[config.mk]
export PLATFORM = sky130hd
export DESIGN_NAME = onehot_rule_encoder
export DESIGN_NICKNAME = d
export VERILOG_FILES = /design/src/rtl/enc_pkg.sv /design/src/rtl/enc_valid_pipe.sv /design/src/rtl/enc_level.sv /design/src/rtl/onehot_rule_encoder.sv
export SDC_FILE = /design/constraint.sdc
export NUM_CORES = 1
export LEC_CHECK = 0
export ABC_AREA = 1
export BUFFER_PORTS_ARGS = -buffer_cell sky130_fd_sc_hd__buf_4
export CORE_UTILIZATION = 49
export DETAILED_ROUTE_END_ITERATION = 6
export PLACE_DENSITY = 0.82
export SLEW_MARGIN = 20
export SYNTH_ARGS = -nofsm -noshare
export SYNTH_HDL_FRONTEND = slang
export SYNTH_SLANG_ARGS = --single-unit
[constraint.sdc]
create_clock -name clk -period 2.6 [get_ports clk]
set_input_delay 0.39 -clock clk [delete_from_list [all_inputs] [get_ports clk]]
set_output_delay 0.39 -clock clk [all_outputs]
set_load 0.05 [all_outputs]
[src/rtl/enc_pkg.sv]
package enc_pkg;

    // Node count after k divide-by-four reduction rounds.
    function automatic int enc_nodes(input int rules, input int k);
        int n;
        n = rules;
        for (int i = 0; i < k; i++) begin
            n = (n + 3) / 4;
        end
        return n;
    endfunction

    // Rounds needed to fold the rule vector down to one node.
    function automatic int enc_levels(input int rules);
        int n;
        int l;
        n = rules;
        l = 0;
        for (int i = 0; i < 32; i++) begin
            if (n > 1) begin
                n = (n + 3) / 4;
                l = l + 1;
            end
        end
        return l;
    endfunction

    // Offset of level k's output nodes in the flattened node store.
    function automatic int enc_base(input int rules, input int k);
        int s;
        s = 0;
        for (int j = 1; j <= k; j++) begin
            s = s + enc_nodes(rules, j);
        end
        return s;
    endfunction

endpackage

[src/rtl/enc_valid_pipe.sv]
module enc_valid_pipe #(
    parameter int DEPTH = 3
) (
    input  logic clk,
    input  logic rst_n,
    input  logic d_i,
    output logic q_o
);
    typedef struct packed {
        logic [DEPTH-1:0] taps;
    } pipe_t;

    pipe_t pipe_d, pipe_q;

    always_comb begin
        pipe_d.taps = DEPTH'({pipe_q.taps, d_i});
    end

    always_ff @(posedge clk or negedge rst_n) begin
        if (!rst_n) begin
            pipe_q <= '0;
        end else begin
            pipe_q <= pipe_d;
        end
    end

    assign q_o = pipe_q.taps[DEPTH-1];
endmodule

[src/rtl/enc_level.sv]
// One registered reduction level: every output node folds up to four
// children. Lane 0 of each node is the "any match" lane; the other lanes
// are the index bit ORs. The error bit is the OR of the children's error
// bits plus a two-or-more count on the children's lane 0.
module enc_level #(
    parameter int IN_N  = 47,
    parameter int OUT_N = 12,
    parameter int LANES = 7
) (
    input  logic                   clk,
    input  logic                   rst_n,
    input  logic [IN_N*LANES-1:0]  lanes_i,
    input  logic [IN_N-1:0]        err_i,
    output logic [OUT_N*LANES-1:0] lanes_o,
    output logic [OUT_N-1:0]       err_o
);
    localparam int PAD_N = OUT_N * 4;
    localparam int PAD_W = PAD_N * LANES;

    typedef struct packed {
        logic [OUT_N*LANES-1:0] lanes;
        logic [OUT_N-1:0]       err;
    } lvl_t;

    lvl_t lvl_d, lvl_q;

    logic [PAD_W-1:0] lanes_pad;
    logic [PAD_N-1:0] err_pad;

    assign lanes_pad = PAD_W'(lanes_i);
    assign err_pad   = PAD_N'(err_i);

    always_comb begin
        logic [2:0] cnt;
        lvl_d = '0;
        for (int o = 0; o < OUT_N; o++) begin
            cnt = '0;
            for (int c = 0; c < 4; c++) begin
                for (int l = 0; l < LANES; l++) begin
                    lvl_d.lanes[o*LANES + l] = lvl_d.lanes[o*LANES + l]
                                             | lanes_pad[(4*o + c)*LANES + l];
                end
                lvl_d.err[o] = lvl_d.err[o] | err_pad[4*o + c];
                cnt = cnt + 3'(lanes_pad[(4*o + c)*LANES]);
            end
            if (cnt >= 3'd2) begin
                lvl_d.err[o] = 1'b1;
            end
        end
    end

    always_ff @(posedge clk or negedge rst_n) begin
        if (!rst_n) begin
            lvl_q <= '0;
        end else begin
            lvl_q <= lvl_d;
        end
    end

    assign lanes_o = lvl_q.lanes;
    assign err_o   = lvl_q.err;
endmodule

[src/rtl/onehot_rule_encoder.sv]
module onehot_rule_encoder #(
    parameter int NUM_RULES = 47
) (
    input  logic                                                clk,
    input  logic                                                rst_n,
    input  logic                                                valid_i,
    input  logic [NUM_RULES-1:0]                                match_i,
    output logic                                                out_valid_o,
    output logic                                                hit_o,
    output logic                                                err_o,
    output logic [((NUM_RULES > 1) ? $clog2(NUM_RULES) : 1)-1:0] idx_o
);
    localparam int IDX_W  = (NUM_RULES > 1) ? $clog2(NUM_RULES) : 1;
    localparam int LANES  = IDX_W + 1;
    localparam int LEVELS = enc_pkg::enc_levels(NUM_RULES);
    localparam int TOTAL  = enc_pkg::enc_base(NUM_RULES, LEVELS);
    localparam int FINAL  = enc_pkg::enc_base(NUM_RULES, LEVELS - 1);

    logic [NUM_RULES*LANES-1:0] lanes_d;
    logic [TOTAL*LANES-1:0]     tree_lanes;
    logic [TOTAL-1:0]           tree_err;

    // Gate with valid, then spread every rule over its lanes:
    // lane 0 = rule fired, lane 1+b = rule fired and bit b of its number set.
    always_comb begin
        lanes_d = '0;
        for (int r = 0; r < NUM_RULES; r++) begin
            lanes_d[r*LANES] = match_i[r] & valid_i;
            for (int b = 0; b < IDX_W; b++) begin
                lanes_d[r*LANES + 1 + b] = match_i[r] & valid_i & (((r >> b) & 1) != 0);
            end
        end
    end

    for (genvar k = 0; k < LEVELS; k++) begin : g_lvl
        localparam int IN_N  = enc_pkg::enc_nodes(NUM_RULES, k);
        localparam int OUT_N = enc_pkg::enc_nodes(NUM_RULES, k + 1);
        localparam int OB    = enc_pkg::enc_base(NUM_RULES, k);
        if (k == 0) begin : g_first
            enc_level #(.IN_N(IN_N), .OUT_N(OUT_N), .LANES(LANES)) u_level (
                .clk     (clk),
                .rst_n   (rst_n),
                .lanes_i (lanes_d),
                .err_i   ('0),
                .lanes_o (tree_lanes[OB*LANES +: OUT_N*LANES]),
                .err_o   (tree_err[OB +: OUT_N])
            );
        end else begin : g_next
            localparam int IB = enc_pkg::enc_base(NUM_RULES, k - 1);
            enc_level #(.IN_N(IN_N), .OUT_N(OUT_N), .LANES(LANES)) u_level (
                .clk     (clk),
                .rst_n   (rst_n),
                .lanes_i (tree_lanes[IB*LANES +: IN_N*LANES]),
                .err_i   (tree_err[IB +: IN_N]),
                .lanes_o (tree_lanes[OB*LANES +: OUT_N*LANES]),
                .err_o   (tree_err[OB +: OUT_N])
            );
        end
    end

    enc_valid_pipe #(.DEPTH(LEVELS)) u_vpipe (
        .clk   (clk),
        .rst_n (rst_n),
        .d_i   (valid_i),
        .q_o   (out_valid_o)
    );

    assign hit_o = tree_lanes[FINAL*LANES];
    assign idx_o = tree_lanes[FINAL*LANES + 1 +: IDX_W];
    assign err_o = tree_err[FINAL];
endmodule

==> metrics.md, run 1 <==
| Metric | Value |
|---|---|
| Status | finished clean |
| GRT overflow | 0 |
| Register area share after synthesis | 56.9% |
| DRT Pass-1 Iters | 5 |
| Worst slew pin tran | approximately 890 ps |
| CTS buffer count | 9 |
| Internal | 0.00189 W |
| Die width | ~85 um |
| Mapped Area | 0.00339 mm^2 |
| Core Area | 0.00649 mm^2 |
| Final worst slack | between 1000 and 1500 ps |
| Final Cycle Share | 59.0% |
| CP Capture Type | register |
| Mapped Nets | 438 |
| DP Wirelength | 4210 um |
| Area after DPL | around 0.0039 mm^2 |
| Peak VDD IR | 0.275 mV |
| # diodes | 0 |
| Routability Congestion | ~0.76 |
| Fin nets | 501 |
| Final non-filler cell area | 0.00407 mm^2 |
| Die area | 0.00725 mm^2 |
| CTS hold repair buffers | 0 |
| Worst EP required | approximately 2800 ps |
| Die H | 85.1 um |
| Final setup TNS | 0 ps |
| Layout cells sized above 1 | 17.5% |
| Final setup vio count | 0 |
| Post-DRT Antenna Nets | 0 |
| Clk Latency, worst-skew pair | 350 ps |
| Reg-to-Reg Start | g_lvl[0].g_first.u_level.lanes_o[62]$_DFF_PN0_ |
| Largest net degree at the start of global routing | 78 |
| # IOs | 59 |
| Fin crit period | 1540 ps |
| Synth area leaders | dfrtp_1 (57%), ha_1 (13%), nand2_1 (12%) |
| Unrepaired setup endpoints after global routing | false |
| Initial antenna violation count | 0 |
| Final hold vios | 0 |
| Yosys top cell area share | 56.9% |
| Leak | 2.33 nW |
| Synth area leader | dfrtp_1 |
| Proportion of power drawn by flip-flops and latches | 52.5% |
| CP bufs+invs | 2 |
| Via density | 4.69 |
| Net Sw Frac | 23.9% |
| # clock sinks | 77 |
| Switch Pwr | between 0.0005 and 0.0006 W |
| Synth unique cells | 12 |
| Most frequent cells in the layout | nand2_1 (107), dfrtp_1 (77), inv_1 (60), buf_4 (58), ha_1 (34) |
| Mapped Cells | 349 |
| Seq cells post-synth | 77 |
| Vias in the first global route | 2369 |
| Slew Viols, Final | 0 |
| Total power | 0.00248 W |
| Critical path data arrival time | 1770 ps |
| Clock slew at reported path FFs | 70 ps |
| CP cell instances | buf_4, nand2_1, inv_1, ha_1, ha_1, nand3_1, nand2_1 |
| Synth Area per Inst | 9.70 um^2 |
| Fmax | 651 MHz |
| Pre-CTS WS | ~710 ps |
| Resized Gates After CTS | 0 |
| CP max stage cell | buf_4 |
| Hold Slack | 170 ps |
| H-Tree Depth | 3 |
| Worst setup path start | valid_i |
| Clock skew | 5.30 ps |
| Port Buffer Count | 58 |
| Gr usage total | 17.5% |
| MaxCap Viol Count | 0 |
| Slew HR | 40.5% |
| WS Path Type | input pin to register |
| Delay-heaviest family, CP | adder cells |
| Starting Density | 52.1% |
| CTS tree | yes |
| Pwr dens | ~610 mW/mm^2 |
| Commonest non-fill, non-tap cell in the layout | nand2_1 |
| DR DRC count | 0 |
| Clock Power Share | 35.6% |
| Vias after detailed routing | 2312 |
| Routed wire length per instance | 11.2 um |
| Routed Wire Length | 5520 um |
| HP Class | input pin to async pin |
| Area grow syn2layout | 20.3% |
| Ys Warns | 0 |
| Logic pwr share | 11.9% |
| CP Launch Type | input pin |
| Std cell rows | 29 |
| Clk root buf | clkbuf_8 |
| Slowest stage delay, CP | 410 ps |
| First-pass GRT wire length | ~9500 um |
| Longest Clk Path Bufs | 2 |
| Critical path peak fanout | 57 |
| Post-CTS Setup Inserts | 0 |
| Iteration-0 DRC Markers | 79 |
-- power by group through the flow --
stage / Clock (W) / Combinational (W) / Sequential, W
after CTS: 0.000901 / 0.000302 / 0.00130
final: 0.000884 / 0.000296 / 0.00130
after global placement: 0 / 0.000281 / 0.00132
after global routing: 0.000962 / 0.000347 / 0.00131
after detailed placement: 0 / 0.000300 / 0.00133
after floorplan: 0 / 0.000171 / 0.00132
-- synth_stat cells, drive strengths merged --
cell,instances
o21ai,2
nand3,24
nand2,107
fa,5
buf,6
nor2,29
a21oi,4
nor3,1
ha,34
inv,60
dfrtp,77
-- final timing paths --
kind | depth (start not counted) | slack, ps | to
min in group clk | 3 | 270 | g_lvl[0].g_first.u_level.err_o[7]$_DFF_PN0_
max in group asynchronous | 1 | 1850 | g_lvl[0].g_first.u_level.lanes_o[33]$_DFF_PN0_
max | 7 | 1060 | g_lvl[0].g_first.u_level.err_o[8]$_DFF_PN0_
min | 1 | 170 | g_lvl[0].g_first.u_level.lanes_o[54]$_DFF_PN0_
max reg2reg | 5 | 1290 | g_lvl[1].g_next.u_level.err_o[2]$_DFF_PN0_
min reg2reg | 0 | 350 | u_vpipe.pipe_q[2]$_DFF_PN0_
-- cell families after synthesis --
kind of cell | synth area share, %
AND/OR/NAND/NOR | 18.8
AO/OA/AOI/OAI | 0.887
flip-flops | 56.9
adder cells (fa/ha/maj) | 15.5
buffers and inverters | 7.91
-- through the flow --
step / util [%] / std cells
final: 62.7 / 493
after detailed placement: 59.7 / 478
after CTS: 62.7 / 493
after global routing: 62.7 / 493
after floorplan: - / 349
after global placement: 59.7 / 478
-- sequential cells by signal, indices dropped and copies added, names as in the netlist --
| name | flops |
|---|---|
| g_lvl.g_first.u_level.err_o | 12 |
| g_lvl.g_next.u_level.err_o | 4 |
| g_lvl.g_first.u_level.lanes_o | 36 |
| g_lvl.g_next.u_level.lanes_o | 22 |
| u_vpipe.pipe_q | 3 |
-- cell type report --
type | count | area [um^2]
Fill cell | 529 | 2420
Sequential cell | 77 | 1930
Multi-Input combinational cell | 206 | 1190
Timing Repair Buffer | 58 | 435
Inverter | 60 | 225
Clock buffer | 11 | 151
Tap cell | 77 | 96.3
Clock inverter | 4 | 47.5
-- worst reg2reg max path: stages (launching register included) --
cell and delay (ps):
dfrtp_1 340, inv_1 70, fa_1 530, inv_1 40
a21oi_1 130, nand2_1 80
-- routing by layer --
metal	up-vias	track usage, %	part of all wire (%)	routed length, um
met5	-	0	0	0
met4	0	10.3	2.6	142
met3	13	4.57	3.7	206
met2	45	30.6	52	2870
met1	1082	19.3	42	2300
li1	1172	-	-	-
(Power assumes the default switching activity.)
==> run 2: changes to the inputs <==
==> constraint.sdc (replaced) <==
create_clock -name clk -period 1.45 [get_ports clk]
set_input_delay 0.2175 -clock clk [delete_from_list [all_inputs] [get_ports clk]]
set_output_delay 0.2175 -clock clk [all_outputs]
set_load 0.05 [all_outputs]
==> run 2 against run 1 <==
Against the previous run: clock skew is essentially flat; global-route usage grew 0.26 points; sequential cell count is the same; count of clock-buffer cells in the layout shrank 1; routed wire length grew 3.1%; cell count grew 3.9%; combinational power grew 97%; total power grew 73%; sequential share of layout area shrank 1.5 points; hold slack lost 64 ps.
==> metrics.md, run 2 (synthesis results as in run 1) <==
| Metric | Value |
|---|---|
| Routability Congestion | 0.768 |
| Status | finished clean |
| Port Buffer Count | 58 |
| Placed Cells | 495 |
| First-pass GRT wire length | 9920 um |
| DRT Pass-1 Iters | 4 |
| Unrepaired setup endpoints after global routing | false |
| CP Capture Type | register |
| Worst EP required | between 1500 and 2000 ps |
| Clk Latency, worst-skew pair | 340 ps |
| Std cell rows | 29 |
| Die area | 0.00725 mm^2 |
| Fmax | 758 MHz |
| Die width | 85.1 um |
| Area grow syn2layout | 24.2% |
| Resized Gates After CTS | 0 |
| Die H | between 80 and 90 um |
| CTS tree | yes |
| Vias after detailed routing | 2349 |
| Largest net degree at the start of global routing | 38 |
| Final hold vios | 0 |
| Commonest non-fill, non-tap cell in the layout | nand2_1 |
| Final setup vio count | 0 |
| # IOs | 59 |
| # clock sinks | 77 |
| Routed wire length per instance | about 11 um |
| Core Area | ~0.0065 mm^2 |
| Via density | around 4.6 |
| Clock slew at reported path FFs | 80 ps |
| DP Wirelength | 4490 um |
| Fin crit period | 1320 ps |
| Longest Clk Path Bufs | 2 |
| CP Launch Type | register |
| Routed Wire Length | 5690 um |
| Total power | 0.00428 W |
| Hold Slack | 105 ps |
| Starting Density | 52.1% |
| Critical path data arrival time | 1550 ps |
| Leak | roughly 2.4 nW |
| Final Cycle Share | between 90% and 100% |
| Max reg flops | 36 |
| Slowest stage delay, CP | 540 ps |
| CP most frequent cell | inv_1 |
| CTS buffer count | 9 |
| Gr usage total | between 15 and 20% |
| Initial antenna violation count | 0 |
| CP cell instances | inv_1, fa_1, inv_1, a21oi_1, nand2_1 |
| Iteration-0 DRC Markers | 56 |
| Slew HR | between 70 and 80% |
| Fin nets | 519 |
| Worst slew pin tran | 339 ps |
| Critical path peak fanout | 2 |
| HP Class | input pin to register |
| WS Path Type | register to register |
| Layout cells sized above 1 | 20.7% |
| # diodes | 0 |
| Most frequent cells in the layout | nand2_1 (107), dfrtp_1 (77), buf_4 (73), inv_1 (60), ha_1 (34) |
| Vias in the first global route | 2460 |
| Clock skew | 5.18 ps |
| DR DRC count | 0 |
| Reg-to-Reg Start | g_lvl[0].g_first.u_level.lanes_o[62]$_DFF_PN0_ |
| Worst setup path start | g_lvl[0].g_first.u_level.lanes_o[62]$_DFF_PN0_ |
| GRT overflow | 0 |
| Slew Viols, Final | 0 |
| H-Tree Depth | 3 |
| Peak VDD IR | roughly 0.5 mV |
| Clk root buf | clkbuf_8 |
| Pwr dens | 1020 mW/mm^2 |
| Post-DRT Antenna Nets | 0 |
| Non-Filler Instances | 512 |
| HP Start | match_i[6] |
| CP max stage cell | fa_1 |
| MaxCap Viol Count | 0 |
==> run 2: cell count changes in the layout (fill, tap and decap cells not counted) <==
cell,before,now
clkbuf_8,11,9
clkinvlp_4,1,4
bufinv_16,1,0
buf_4,58,73
dlygate4sd3_1,0,1
buf_12,0,2
clkbuf_1,0,1
==> run 2: routing by layer <==
metal  track usage [%]  vias up  share of wire (%)
met3              2.92       10                2.9
met2              32.1       46                 51
met1              20.4     1090                 44
met5                 0        -                  0
met4              8.94        0                2.1
li1                  -     1203                  -
==> run 2: power by group <==
part | total [W] | internal [W] | switching (W) | leakage, nW
combinational | 0.000583 | 0.000261 | 0.000322 | 1.48
clock | 0.00137 | 0.000614 | 0.000752 | 0.0743
sequential | 0.00233 | 0.00229 | 0.0000458 | 0.845
total | 0.00428 | 0.00316 | 0.00112 | 2.40
==> run 2: cell type report <==
class	instances	area, um^2
well taps	77	96.3
fillers	494	2290
clock inverters	6	40.0
inverters	60	225
repair buffers	76	598
multi-input cells	206	1190
flip-flops and latches	77	1930
clock buffers	10	128
==> run 2: through the flow <==
step,util (%),setup WS [ps],cell area (um^2),setup TNS [ps]
final,64.7,131,4210,0
after global routing,64.7,42.3,4210,0
after CTS,64.7,116,4210,0
after detailed placement,62.0,-34.0,4030,-157
after global placement,62.0,9.74,4030,0
after floorplan,-,50.8,3390,0
==> run 2: critical path, delay by kind of cell, from the launching register on <==
kind | cells | cell delay, ps
simple gates | 1 | 70
compound gates | 1 | 150
fa+ha+maj | 1 | 540
buf+inv | 2 | 120
flops | 1 | 330
==> run 2: timing repair <==
action	4_1_cts	5_1_grt
endpoints found under the hold margin	25	0
hold buffers	1	0
setup buffers	0	0
==> run 2: path summary, 6_finish.rpt <==
| path | endpoint | slack (ps) | depth (start not counted) |
|---|---|---|---|
| setup / recovery | g_lvl[1].g_next.u_level.err_o[2]$_DFF_PN0_ | 130 | 5 |
| hold / removal | g_lvl[0].g_first.u_level.err_o[1]$_DFF_PN0_ | 110 | 3 |
| setup reg to reg | g_lvl[1].g_next.u_level.err_o[2]$_DFF_PN0_ | 130 | 5 |
| hold reg to reg | u_vpipe.pipe_q[2]$_DFF_PN0_ | 350 | 0 |
| max in group asynchronous | g_lvl[0].g_first.u_level.lanes_o[9]$_DFF_PN0_ | 620 | 3 |
| min in group asynchronous | u_vpipe.pipe_q[2]$_DFF_PN0_ | 320 | 2 |
==> run 3: changes to the inputs <==
--- a/config.mk
+++ b/config.mk
@@ -7,9 +7,9 @@
 export LEC_CHECK = 0
 export ABC_AREA = 1
 export BUFFER_PORTS_ARGS = -buffer_cell sky130_fd_sc_hd__buf_4
-export CORE_UTILIZATION = 49
+export CORE_UTILIZATION = 45
 export DETAILED_ROUTE_END_ITERATION = 6
-export PLACE_DENSITY = 0.82
+export PLACE_DENSITY = 0.77
 export SLEW_MARGIN = 20
 export SYNTH_ARGS = -nofsm -noshare
 export SYNTH_HDL_FRONTEND = slang
==> constraint.sdc (replaced) <==
create_clock -name clk -period 1.3 [get_ports clk]
set_input_delay 0.195 -clock clk [delete_from_list [all_inputs] [get_ports clk]]
set_output_delay 0.195 -clock clk [all_outputs]
set_load 0.05 [all_outputs]
==> run 3 against run 2 <==
Against the previous run: clock power increased by 49%; via count up 6.9%; register-to-register slack lost 110 ps; highest routed layer unchanged.
==> metrics.md, run 3 (synthesis results as in run 1) <==
| Metric | Value |
|---|---|
| Slew Viols, Final | 0 |
| Worst slew pin tran | between 300 and 400 ps |
| CP Launch Type | register |
| Largest net degree at the start of global routing | 29 |
| Leak | 2.55 nW |
| Total power | 0.00542 W |
| Iteration-0 DRC Markers | 90 |
| Layout cells sized above 1 | 30.9% |
| Area after DPL | 0.00432 mm^2 |
| Clock Power Share | 37.7% |
| Most frequent cells in the layout | nand2_1 (91), buf_4 (91), dfrtp_1 (77), inv_1 (52), ha_1 (32) |
| # diodes | 0 |
| # IOs | between 50 and 60 |
| Proportion of power drawn by flip-flops and latches | between 40% and 50% |
| Status | finished clean |
| Area grow syn2layout | 35.3% |
| Slew HR | 76.1% |
| DR DRC count | 0 |
| Clk Latency, worst-skew pair | around 350 ps |
| Starting Density | 46.7% |
| Post-DRT Antenna Nets | 0 |
| Final non-filler cell area | 0.00458 mm^2 |
| Fin crit period | 1280 ps |
| First-pass GRT wire length | 10700 um |
| Die area | 0.00787 mm^2 |
| # clock sinks | 77 |
| Logic pwr share | 14.1% |
| Vias after detailed routing | about 2500 |
| Critical path peak fanout | 2 |
| Core Area | 0.00725 mm^2 |
| Routed wire length per instance | 11.6 um |
| Internal | 0.00411 W |
| Routability Congestion | slightly below 0.8 |
| Gr usage total | 18.4% |
| Clock skew | 8.42 ps |
| Area of the multi-input gates | roughly 0.0013 mm^2 |
| GRT overflow | 0 |
| Sequential cell area | 0.00193 mm^2 |
| DP Wirelength | 5010 um |
| Routed Wire Length | 6440 um |
| MaxCap Viol Count | 0 |
| Vias in the first global route | 2551 |
| Final setup vio count | 0 |
| Std cell rows | 31 |
| Final hold vios | 0 |
| Net Sw Frac | between 20% and 30% |
| Longest Clk Path Bufs | 2 |
| Fmax | 779 MHz |
| Peak VDD IR | 0.601 mV |
| # fillers | 580 |
| CTS tree | yes |
| Fin nets | 540 |
| Clk root buf | clkbuf_8 |
| Max reg flops | 36 |
| Worst EP required | 1540 ps |
| Critical path data arrival time | about 1500 ps |
| Die width | 88.7 um |
| HP Class | input pin to register |
| Final Cycle Share | 98.8% |
| Unrepaired setup endpoints after global routing | true |
| Switch Pwr | 0.00131 W |
| Via density | 4.52 |
| Pwr dens | 1180 mW/mm^2 |
| DRT Pass-1 Iters | 5 |
| Clock slew at reported path FFs | 80 ps |
| WS Path Type | register to register |
| Initial antenna violation count | 0 |
| H-Tree Depth | 3 |
| CTS buffer count | 9 |
| Die H | just under 90 um |
| Port Buffer Count | between 50 and 60 |
| CP Capture Type | register |
==> run 3: cell types whose count changed in the layout (fill, tap and decap cells not counted), moves of 8 or more <==
cell	delta
nand2_2	+14
inv_2	+8
inv_1	-8
nand2_1	-16
buf_4	+18
==> run 3: final timing paths <==
| check | from | endpoint | slack, ps | cells after the start |
|---|---|---|---|---|
| max | g_lvl[0].g_first.u_level.lanes_o[0]$_DFF_PN0_ | g_lvl[1].g_next.u_level.err_o[0]$_DFF_PN0_ | 20 | 5 |
| max reg2reg | g_lvl[0].g_first.u_level.lanes_o[0]$_DFF_PN0_ | g_lvl[1].g_next.u_level.err_o[0]$_DFF_PN0_ | 20 | 5 |
| max in group asynchronous | rst_n | g_lvl[0].g_first.u_level.lanes_o[71]$_DFF_PN0_ | 520 | 3 |
| min | match_i[22] | g_lvl[0].g_first.u_level.err_o[5]$_DFF_PN0_ | 80 | 3 |
| min reg2reg | u_vpipe.pipe_q[1]$_DFF_PN0_ | u_vpipe.pipe_q[2]$_DFF_PN0_ | 350 | 0 |
| min in group asynchronous | rst_n | u_vpipe.pipe_q[1]$_DFF_PN0_ | 320 | 2 |
==> run 3: cell type report <==
cell class / count / area share (%)
clock buffers: 11 / 3.31
clock inverters: 5 / 1.78
inverters: 60 / 4.92
multi-input cells: 206 / 27.9
flip-flops and latches: 77 / 42.1
well taps: 99 / 2.70
repair buffers: 97 / 17.3
==> run 3: critical path, cell delays in order, from the launching register on <==
cell	delay [ps]
dfrtp_1	340
inv_2	50
fa_1	540
inv_1	60
a21oi_2	130
nand2_1	60
==> run 3: what timing repair did <==
item,in CTS,in global routing
hold buffers,1,0
endpoints found under the hold margin,25,0
setup endpoints to repair,1,3
resized for setup,2,7
buffers inserted,0,1
pin swaps,0,2
==> run 3: power groups by stage <==
| stage | clock [W] | sequential (W) | combinational, W |
|---|---|---|---|
| 4_1_cts | 0.00207 | 0.00261 | 0.000763 |
| 3_5_place_dp | 0 | 0.00265 | 0.000748 |
| 3_3_place_gp | 0 | 0.00265 | 0.000698 |
| 2_1_floorplan | 0 | 0.00264 | 0.000369 |
| 5_1_grt | 0.00218 | 0.00263 | 0.000867 |
| 6_report | 0.00204 | 0.00261 | 0.000764 |
==> run 3: per-layer routing <==
| layer | track usage [%] | vias to the layer above | share of wire, % |
|---|---|---|---|
| li1 | - | 1250 | - |
| met1 | 20.7 | 1193 | 40 |
| met2 | 33.3 | 56 | 54 |
| met3 | 4.66 | 12 | 3.3 |
| met4 | 7.62 | 0 | 2.0 |
| met5 | 0 | - | 0 |
==> run 3: per-stage QoR <==
step	utilization [%]	cells	setup TNS, ps	hold slack [ps]	worst slack [ps]
finish	63.1	555	0	80.4	15.9
global route	63.1	555	-49.6	78.6	-26.3
CTS	62.9	554	0	75.5	2.85
detailed placement	59.5	537	-1280	129	-145
global placement	59.5	537	-834	125	-100
floorplan	-	349	-54.3	-101	-7.76
